[src/rtl/regfile_mirror_pkg.sv]
`timescale 1ns/1ps
package regfile_mirror_pkg;
  localparam int REG_COUNT = 16;
  localparam int IDX_W = $clog2(REG_COUNT);
  typedef logic [IDX_W-1:0] regIdx_t;
  // strobe bundle from control to datapath
  typedef struct packed {
    logic    commit;
    regIdx_t idx;
  } wbCmd_t;
endpackage

[src/rtl/regfile_mirror_ctrl.sv]
`timescale 1ns/1ps
module regfile_mirror_ctrl
  import regfile_mirror_pkg::*;
#(
  parameter int NUM_VIEWS = 2
) (
  input  logic                       clk,
  input  logic                       rst,
  input  logic                       wbEn,
  input  regIdx_t                    wbAddr,
  input  logic [NUM_VIEWS-1:0]       selWrEn,
  input  logic [IDX_W*NUM_VIEWS-1:0] selWrData,
  output wbCmd_t                     cmd,
  output logic [NUM_VIEWS-1:0]       viewLoad
);
  always_comb begin
    cmd.commit = wbEn && !rst;
    cmd.idx    = wbAddr;
  end

  for (genvar i = 0; i < NUM_VIEWS; i++) begin : gSel
    regIdx_t selQ;
    always_ff @(posedge clk) begin
      if (rst) selQ <= '0;
      else if (selWrEn[i]) selQ <= selWrData[IDX_W*i +: IDX_W];
    end
    // compare against the selector held before this edge
    assign viewLoad[i] = cmd.commit && (cmd.idx == selQ);
  end
endmodule

[src/rtl/regfile_mirror_dp.sv]
`timescale 1ns/1ps
module regfile_mirror_dp
  import regfile_mirror_pkg::*;
#(
  parameter int DATA_W    = 16,
  parameter int NUM_VIEWS = 2
) (
  input  logic                          clk,
  input  logic                          rst,
  input  wbCmd_t                        cmd,
  input  logic [DATA_W-1:0]             wbData,
  input  logic [NUM_VIEWS-1:0]          viewLoad,
  input  regIdx_t                       rdAddrA,
  input  regIdx_t                       rdAddrB,
  output logic [DATA_W-1:0]             rdDataA,
  output logic [DATA_W-1:0]             rdDataB,
  output logic [DATA_W*NUM_VIEWS-1:0]   viewData,
  output logic [NUM_VIEWS-1:0]          viewStrobe
);
  logic [DATA_W-1:0] regs [REG_COUNT];

  always_ff @(posedge clk) begin
    if (rst) begin
      for (int k = 0; k < REG_COUNT; k++) regs[k] <= '0;
    end else if (cmd.commit) begin
      regs[cmd.idx] <= wbData;
    end
  end

  // asynchronous reads, no write bypass
  assign rdDataA = regs[rdAddrA];
  assign rdDataB = regs[rdAddrB];

  for (genvar i = 0; i < NUM_VIEWS; i++) begin : gView
    logic [DATA_W-1:0] viewQ;
    logic              strobeQ;
    always_ff @(posedge clk) begin
      if (rst) begin
        viewQ   <= '0;
        strobeQ <= 1'b0;
      end else begin
        strobeQ <= viewLoad[i];
        if (viewLoad[i]) viewQ <= wbData;
      end
    end
    assign viewData[DATA_W*i +: DATA_W] = viewQ;
    assign viewStrobe[i] = strobeQ;
  end
endmodule

[src/rtl/regfile_mirror.sv]
`timescale 1ns/1ps
module regfile_mirror
  import regfile_mirror_pkg::*;
#(
  parameter int DATA_W    = 16,
  parameter int NUM_VIEWS = 2
) (
  input  logic                          clk,
  input  logic                          rst,
  input  logic [3:0]                    rdAddrA,
  input  logic [3:0]                    rdAddrB,
  output logic [DATA_W-1:0]             rdDataA,
  output logic [DATA_W-1:0]             rdDataB,
  input  logic                          wbEn,
  input  logic [3:0]                    wbAddr,
  input  logic [DATA_W-1:0]             wbData,
  output logic                          resultEn,
  output logic [3:0]                    resultAddr,
  output logic [DATA_W-1:0]             resultData,
  input  logic [NUM_VIEWS-1:0]          selWrEn,
  input  logic [4*NUM_VIEWS-1:0]        selWrData,
  output logic [DATA_W*NUM_VIEWS-1:0]   viewData,
  output logic [NUM_VIEWS-1:0]          viewStrobe
);
  wbCmd_t               cmd;
  logic [NUM_VIEWS-1:0] viewLoad;

  // exported result bus for neighbouring function units
  assign resultEn   = wbEn;
  assign resultAddr = wbAddr;
  assign resultData = wbData;

  regfile_mirror_ctrl #(.NUM_VIEWS(NUM_VIEWS)) uCtrl (
    .clk(clk), .rst(rst), .wbEn(wbEn), .wbAddr(wbAddr),
    .selWrEn(selWrEn), .selWrData(selWrData),
    .cmd(cmd), .viewLoad(viewLoad)
  );

  regfile_mirror_dp #(.DATA_W(DATA_W), .NUM_VIEWS(NUM_VIEWS)) uDp (
    .clk(clk), .rst(rst), .cmd(cmd), .wbData(wbData), .viewLoad(viewLoad),
    .rdAddrA(rdAddrA), .rdAddrB(rdAddrB),
    .rdDataA(rdDataA), .rdDataB(rdDataB),
    .viewData(viewData), .viewStrobe(viewStrobe)
  );
endmodule

[config.mk]
export PLATFORM = sky130hd
export DESIGN_NAME = regfile_mirror
export DESIGN_NICKNAME = d
export VERILOG_FILES = /design/src/rtl/regfile_mirror_pkg.sv /design/src/rtl/regfile_mirror_ctrl.sv /design/src/rtl/regfile_mirror_dp.sv /design/src/rtl/regfile_mirror.sv
export SDC_FILE = /design/constraint.sdc
export NUM_CORES = 1
export LEC_CHECK = 0
export ABC_AREA = 0
export ABC_CLOCK_PERIOD_IN_PS = 4700
export BUFFER_PORTS_ARGS = -buffer_cell sky130_fd_sc_hd__buf_4
export CAP_MARGIN = 0
export CORE_ASPECT_RATIO = 0.9
export CORE_MARGIN = 1
export CORE_UTILIZATION = 30
export CTS_CLUSTER_DIAMETER = 120
export CTS_CLUSTER_SIZE = 12
export DETAILED_ROUTE_END_ITERATION = 10
export GPL_TIMING_DRIVEN = 0
export PLACE_DENSITY_LB_ADDON = 0.1
export SYNTH_ARGS = -nofsm -noshare
export SYNTH_HDL_FRONTEND = slang
export SYNTH_SLANG_ARGS = --single-unit
[constraint.sdc]
create_clock -name clk -period 4.7 [get_ports clk]
set_input_delay 0.47 -clock clk [delete_from_list [all_inputs] [get_ports clk]]
set_output_delay 0.47 -clock clk [all_outputs]
set_load 0.005 [all_outputs]
# ---- After elaboration in Yosys (flattened, before gate mapping)
# Memories as Yosys holds them, arrays and structs flattened.
# Index checks and enable logic that the tools add are counted.
dict set report word_totals {
  reg_bits 42
  in_bits 41
  ramBits 256
  latch_bits 0
  elab_cells 22
  rom_bits 0
  n_memories 1
}
# memory words width read_ports rd_clocked_by_memory_dff wr line_no
set mem_list {}
lappend mem_list {uDp.regs 16 16 2 0 16 regfile_mirror_dp.sv:20} ;# logic [DATA_W-1:0] regs [REG_COUNT];
dict set report op_classes {
  div_mod_pow 0
  muxes 8
  shift 0
  bitwise 0
  addsub 0
  n_mul 0
  n_eq_ne 2
  n_lt_le_gt_ge 0
  reduce_logical 5
}
# cell n
set ops {}
lappend ops {{$mux W16} 1}
lappend ops {{$reduce_or A16 Y1} 1}
lappend ops {{$eq A4 B4 Y1} 2}
lappend ops {{$mux W1} 6}
lappend ops {{$mux W4} 1}
lappend ops {{$logic_and A1 B1 Y1} 3}
lappend ops {{$logic_not A1 Y1} 1}

# ---- Logic depth before layout (Yosys ltp)
dict set report depth {
  depth_word 7
  mapped_depth 7
  depth_no_buf 4
}

# ---- Cells and area by module
# From an unflattened synthesis, not the netlist that was laid out.
dict set report unflattened {
  cells_unflattened 1035
  hier_area_um2 15313.4
}
# mod cells_per_inst n_inst area_each_um2
set modules_own_cells {}
lappend modules_own_cells {regfile_mirror_dp 969 1 14716.6}
lappend modules_own_cells {regfile_mirror_ctrl 45 1 439.2}
lappend modules_own_cells {regfile_mirror 21 1 157.7}

# ---- Least setup slack after synthesis
# OpenSTA, ideal clock, no wires.
dict set report synth_path {
  path_type {input port to output port}
  start {input port rdAddrA[0]}
  end {output port rdDataA[10]}
  slack_ns 2.565
  required_time_ns 4.230
  arrival_ns 1.665
  stages 5
  cell_sequence {buf_4 buf_2 mux4_2 a22oi_1 nand2_1}
}
dict set report synth_via {
  elab_chain_cells 1
}
# item line_no
set synth_rtl {}
lappend synth_rtl {{start, declared} regfile_mirror.sv:10} ;# input logic [3:0] rdAddrA,
lappend synth_rtl {{$mem_v2 Z16 W16} --}
lappend synth_rtl {{end, declared} regfile_mirror.sv:12} ;# output logic [DATA_W-1:0] rdDataA,
# No other way between the ends.

# ---- Final worst setup path
dict set report layout_path {
  start {input port rdAddrB[1]}
  end {output port rdDataB[15]}
}
dict set report layout_via {
  elab_chain_cells 1
}
# item line_no
set layout_rtl {}
lappend layout_rtl {{start, declared} regfile_mirror.sv:11} ;# input logic [3:0] rdAddrB,
lappend layout_rtl {{$mem_v2 Z16 W16} --}
lappend layout_rtl {{end, declared} regfile_mirror.sv:13} ;# output logic [DATA_W-1:0] rdDataB,
# No other way between the ends.

==> impl_metrics.json <==
{
  "slew_viol_final": 0,
  "multi_input_area_sq_um": 6270,
  "rows": 78,
  "powerDensity_nw_per_um2": 336,
  "drc": 0,
  "hold_class": "in2reg",
  "grt_use_total_pct": 19.2,
  "drive_gt1_share_pct": 31.7,
  "p_sw_share_pct": 25.3,
  "rrSetupSlack_ns": 2.92,
  "fin_crit_sh_pct": 69.8,
  "syn_avg_cell_area_sq_um": 14.6,
  "die-area_sq_um": 52200,
  "htree_levels": 1,
  "cts.sinks": 298,
  "crit_required_ns": 4.23,
  "io_buffers": 119,
  "crit_slowest_cell": "buf_1",
  "final_hold_viol_count": 0,
  "worstReg2RegEnd": "uDp.gView[1].viewQ[11]$_SDFFE_PP0P_",
  "numCtsBuffers": 28,
  "overflow": 0,
  "yosysSeqAreaShare_pct": 55.4,
  "io_pins": 128,
  "synth_cell_types": 36,
  "synth_top_family_by_area": "multiplexers",
  "cts_max_path_buffers": 3,
  "slowest_delay_ns": 0.81,
  "outcome": "completed",
  "setup_violations": 0,
  "grt_pass1_vias": 9499,
  "antenna_found_initial": 2,
  "met3_usage_pct": 3.84,
  "fp.coreArea_sq_um": 50600,
  "fin_skew_ns": 0.0114,
  "insertion_delay_ns": 0.56,
  "drt-wirelength-per-cell_um": 26.1,
  "post_cts_buffers": 0,
  "synth_fa_ha_area_share_pct": 0,
  "pwr-share-clk_pct": 35.7,
  "clock.fmax_mhz": 305,
  "path_cells": "clkbuf_2 > buf_1 > mux4_2 > a22oi_1 > nand2_1 > buf_4",
  "dpl-instance-area_sq_um": 17100,
  "grt_max_degree": 17,
  "ys_warn_count": 0,
  "ys.flop_type": "edfxtp_1",
  "worst_pin_slew_ns": 1.05,
  "ant_nets": 0,
  "leakage_nw": 6.35,
  "dp_hpwl_mm": 34.7,
  "synth_xor_area_share_pct": 0.504,
  "crit_arrival_ns": 2.81,
  "cts_resized": 0,
  "viasPerCell": 4.99,
  "tns_ns": 0,
  "grt_use_met1_pct": 28.5,
  "reg2reg_depth": 5,
  "cts-root-buf": "clkbuf_16",
  "cellInternalPower_mw": 4.49,
  "postCtsHoldBufs": 0,
  "yosys.area_share.simple_pct": 15.5,
  "grt.busiest_layer": "met2",
  "r2r-start": "uCtrl.gSel[1].selQ[2]$_SDFFE_PP0P_",
  "fillers": 5021,
  "syn_inst": 1055,
  "synth-compound-area-share_pct": 4.16,
  "gp_congestion": 0.778,
  "start_util_pct": 30.4,
  "setup.worst_path.start": "rdAddrB[1]",
  "first_pass_iters": 5,
  "seq_area_sq_um": 8530,
  "startpoint_type": "input port",
  "clkTransAtPathRegs_ns": 0.07,
  "synth_mux_area_share_pct": 20.5,
  "ir_worst_vdd_v": 0.000236,
  "vias": 9460,
  "die_y_um": 217,
  "synth_edf_count": 256,
  "cts_tree": "yes",
  "end_kind": "output pin",
  "max_slew_margin_pct": 29.8,
  "routed_wl_mm": 49.5,
  "crit_fanout": 10,
  "synthArstFlopShare_pct": 0,
  "grt_setup_unrepaired": "no",
  "gr-usage-met2_pct": 29.0,
  "num-nets-final": 1245,
  "critical_path.endpoint": "rdDataB[15]",
  "grt_pass1_wl_mm": 70.6,
  "pwr-share-comb_pct": 13.2,
  "syn2layout_area_growth_pct": 16.4,
  "cap_viol_max_count": 0,
  "seqPwrFrac_pct": 51.1,
  "synth_seq_cells": 298,
  "drt_iter0_drc": 767,
  "period_needed_ns": 3.28,
  "fin_area_sq_um": 17900,
  "die_x_um": 241,
  "syn_area_sq_um": 15400,
  "p_sw_mw": 1.52,
  "syn_nets": 1096,
  "path_class": "in2out"
}
[worst min-delay path by stage]
| stage | start | to | slack, ns | depth (start not counted) |
|---|---|---|---|---|
| after floorplan | uDp.gView[1].viewQ[0]$_SDFFE_PP0P_ | uDp.gView[1].viewQ[0]$_SDFFE_PP0P_ | 0.47 | 2 |
| after global placement | uDp.gView[1].viewQ[13]$_SDFFE_PP0P_ | uDp.gView[1].viewQ[13]$_SDFFE_PP0P_ | 0.46 | 2 |
| after detailed placement | uDp.gView[0].viewQ[6]$_SDFFE_PP0P_ | uDp.gView[0].viewQ[6]$_SDFFE_PP0P_ | 0.47 | 2 |
| after CTS | selWrData[2] | uCtrl.gSel[0].selQ[2]$_SDFFE_PP0P_ | 0.11 | 3 |
| after global routing | selWrData[5] | uCtrl.gSel[1].selQ[1]$_SDFFE_PP0P_ | 0.14 | 3 |
| final | selWrData[4] | uCtrl.gSel[1].selQ[0]$_SDFFE_PP0P_ | 0.15 | 3 |
[power groups by stage]
stage               Clock, mW  Combinational, mW  Sequential [mW]
global route             2.28              0.850             3.09
finish                   2.15              0.796             3.07
floorplan                   0              0.459             3.10
global placement            0              0.806             3.12
CTS                      2.21              0.807             3.07
detailed placement          0              0.805             3.13
[sequential cells by signal, indices dropped and copies added, names as in the netlist]
name / flops
uCtrl.gSel.selQ: 8
uDp.gView.viewQ: 32
uDp.regs: 256
uDp.gView.strobeQ: 2
[kinds of logic (layout without fill, tap and decap cells)]
family,after synthesis,after routing
AO/OA/AOI/OAI,96,96
XOR/XNOR,8,8
buffers and inverters,114,273
flip-flops,298,298
multiplexers,152,152
other,0,3
AND/OR/NAND/NOR,387,387
[synth_stat cells, drive strengths merged (13+ instances only)]
| library cell | count | area (sq um) |
|---|---|---|
| o21ai | 16 | 80.1 |
| clkbuf | 62 | 239 |
| nand3 | 19 | 110 |
| a22oi | 64 | 480 |
| a21oi | 16 | 80.1 |
| or2 | 16 | 100 |
| nor2b | 17 | 106 |
| edfxtp | 256 | 7690 |
| buf | 52 | 359 |
| nand2 | 34 | 128 |
| and2 | 259 | 1620 |
| dfxtp | 42 | 841 |
| mux4 | 128 | 2880 |
| nor2 | 23 | 116 |
| mux2 | 13 | 169 |
[layer usage]
metal,part of all wire (%),wire length [um]
met5,0.024,12
met4,1.8,886
met3,6.6,3250
met2,44,21900
met1,47,23400
[critical path: cells and delay by family]
family	cells	cell delay, ns
AOI/OAI and AO/OA	1	0.46
buffers and inverters	3	1.29
muxes	1	0.41
and+or+nand+nor	1	0.17
[final cells by class]
| type | count | share of cell area [%] |
|---|---|---|
| Antenna cell | 3 | 0.0419 |
| Buffer | 114 | 3.34 |
| Clock buffer | 40 | 4.34 |
| Sequential cell | 298 | 47.6 |
| Timing Repair Buffer | 119 | 4.98 |
| Tap cell | 680 | 4.75 |
| Multi-Input combinational cell | 643 | 35.0 |
[per-stage QoR]
step                      worst slack (ns)  total power [mW]  hold WS, ns  instances  utilization, %
after floorplan                       2.57              3.56        0.465       1055               -
after global placement                1.49              3.93        0.461       1854            33.9
after detailed placement              1.47              3.94        0.470       1854            33.9
after CTS                             1.47              6.09        0.108       1894            35.4
after global routing                  1.30              6.22        0.138       1894            35.4
final                                 1.42              6.01        0.145       1897            35.5
[cells in the final DEF (no fill, tap or decap), drive strengths merged]
cell type and count:
mux4 128, nor2 23, nand2b 9, a22oi 64, and2 259, clkbuf 102
nand3b 2, nor2b 17, diode 3, nor3 5, nand3 19, mux2 13
xor2 1, mux2i 11, o21ai 16, or2 16, and3 1, nand2 34
edfxtp 256, and2b 1, or3 1, xnor2 7, buf 171, a21oi 16
dfxtp 42
(Power assumes the default switching activity.)
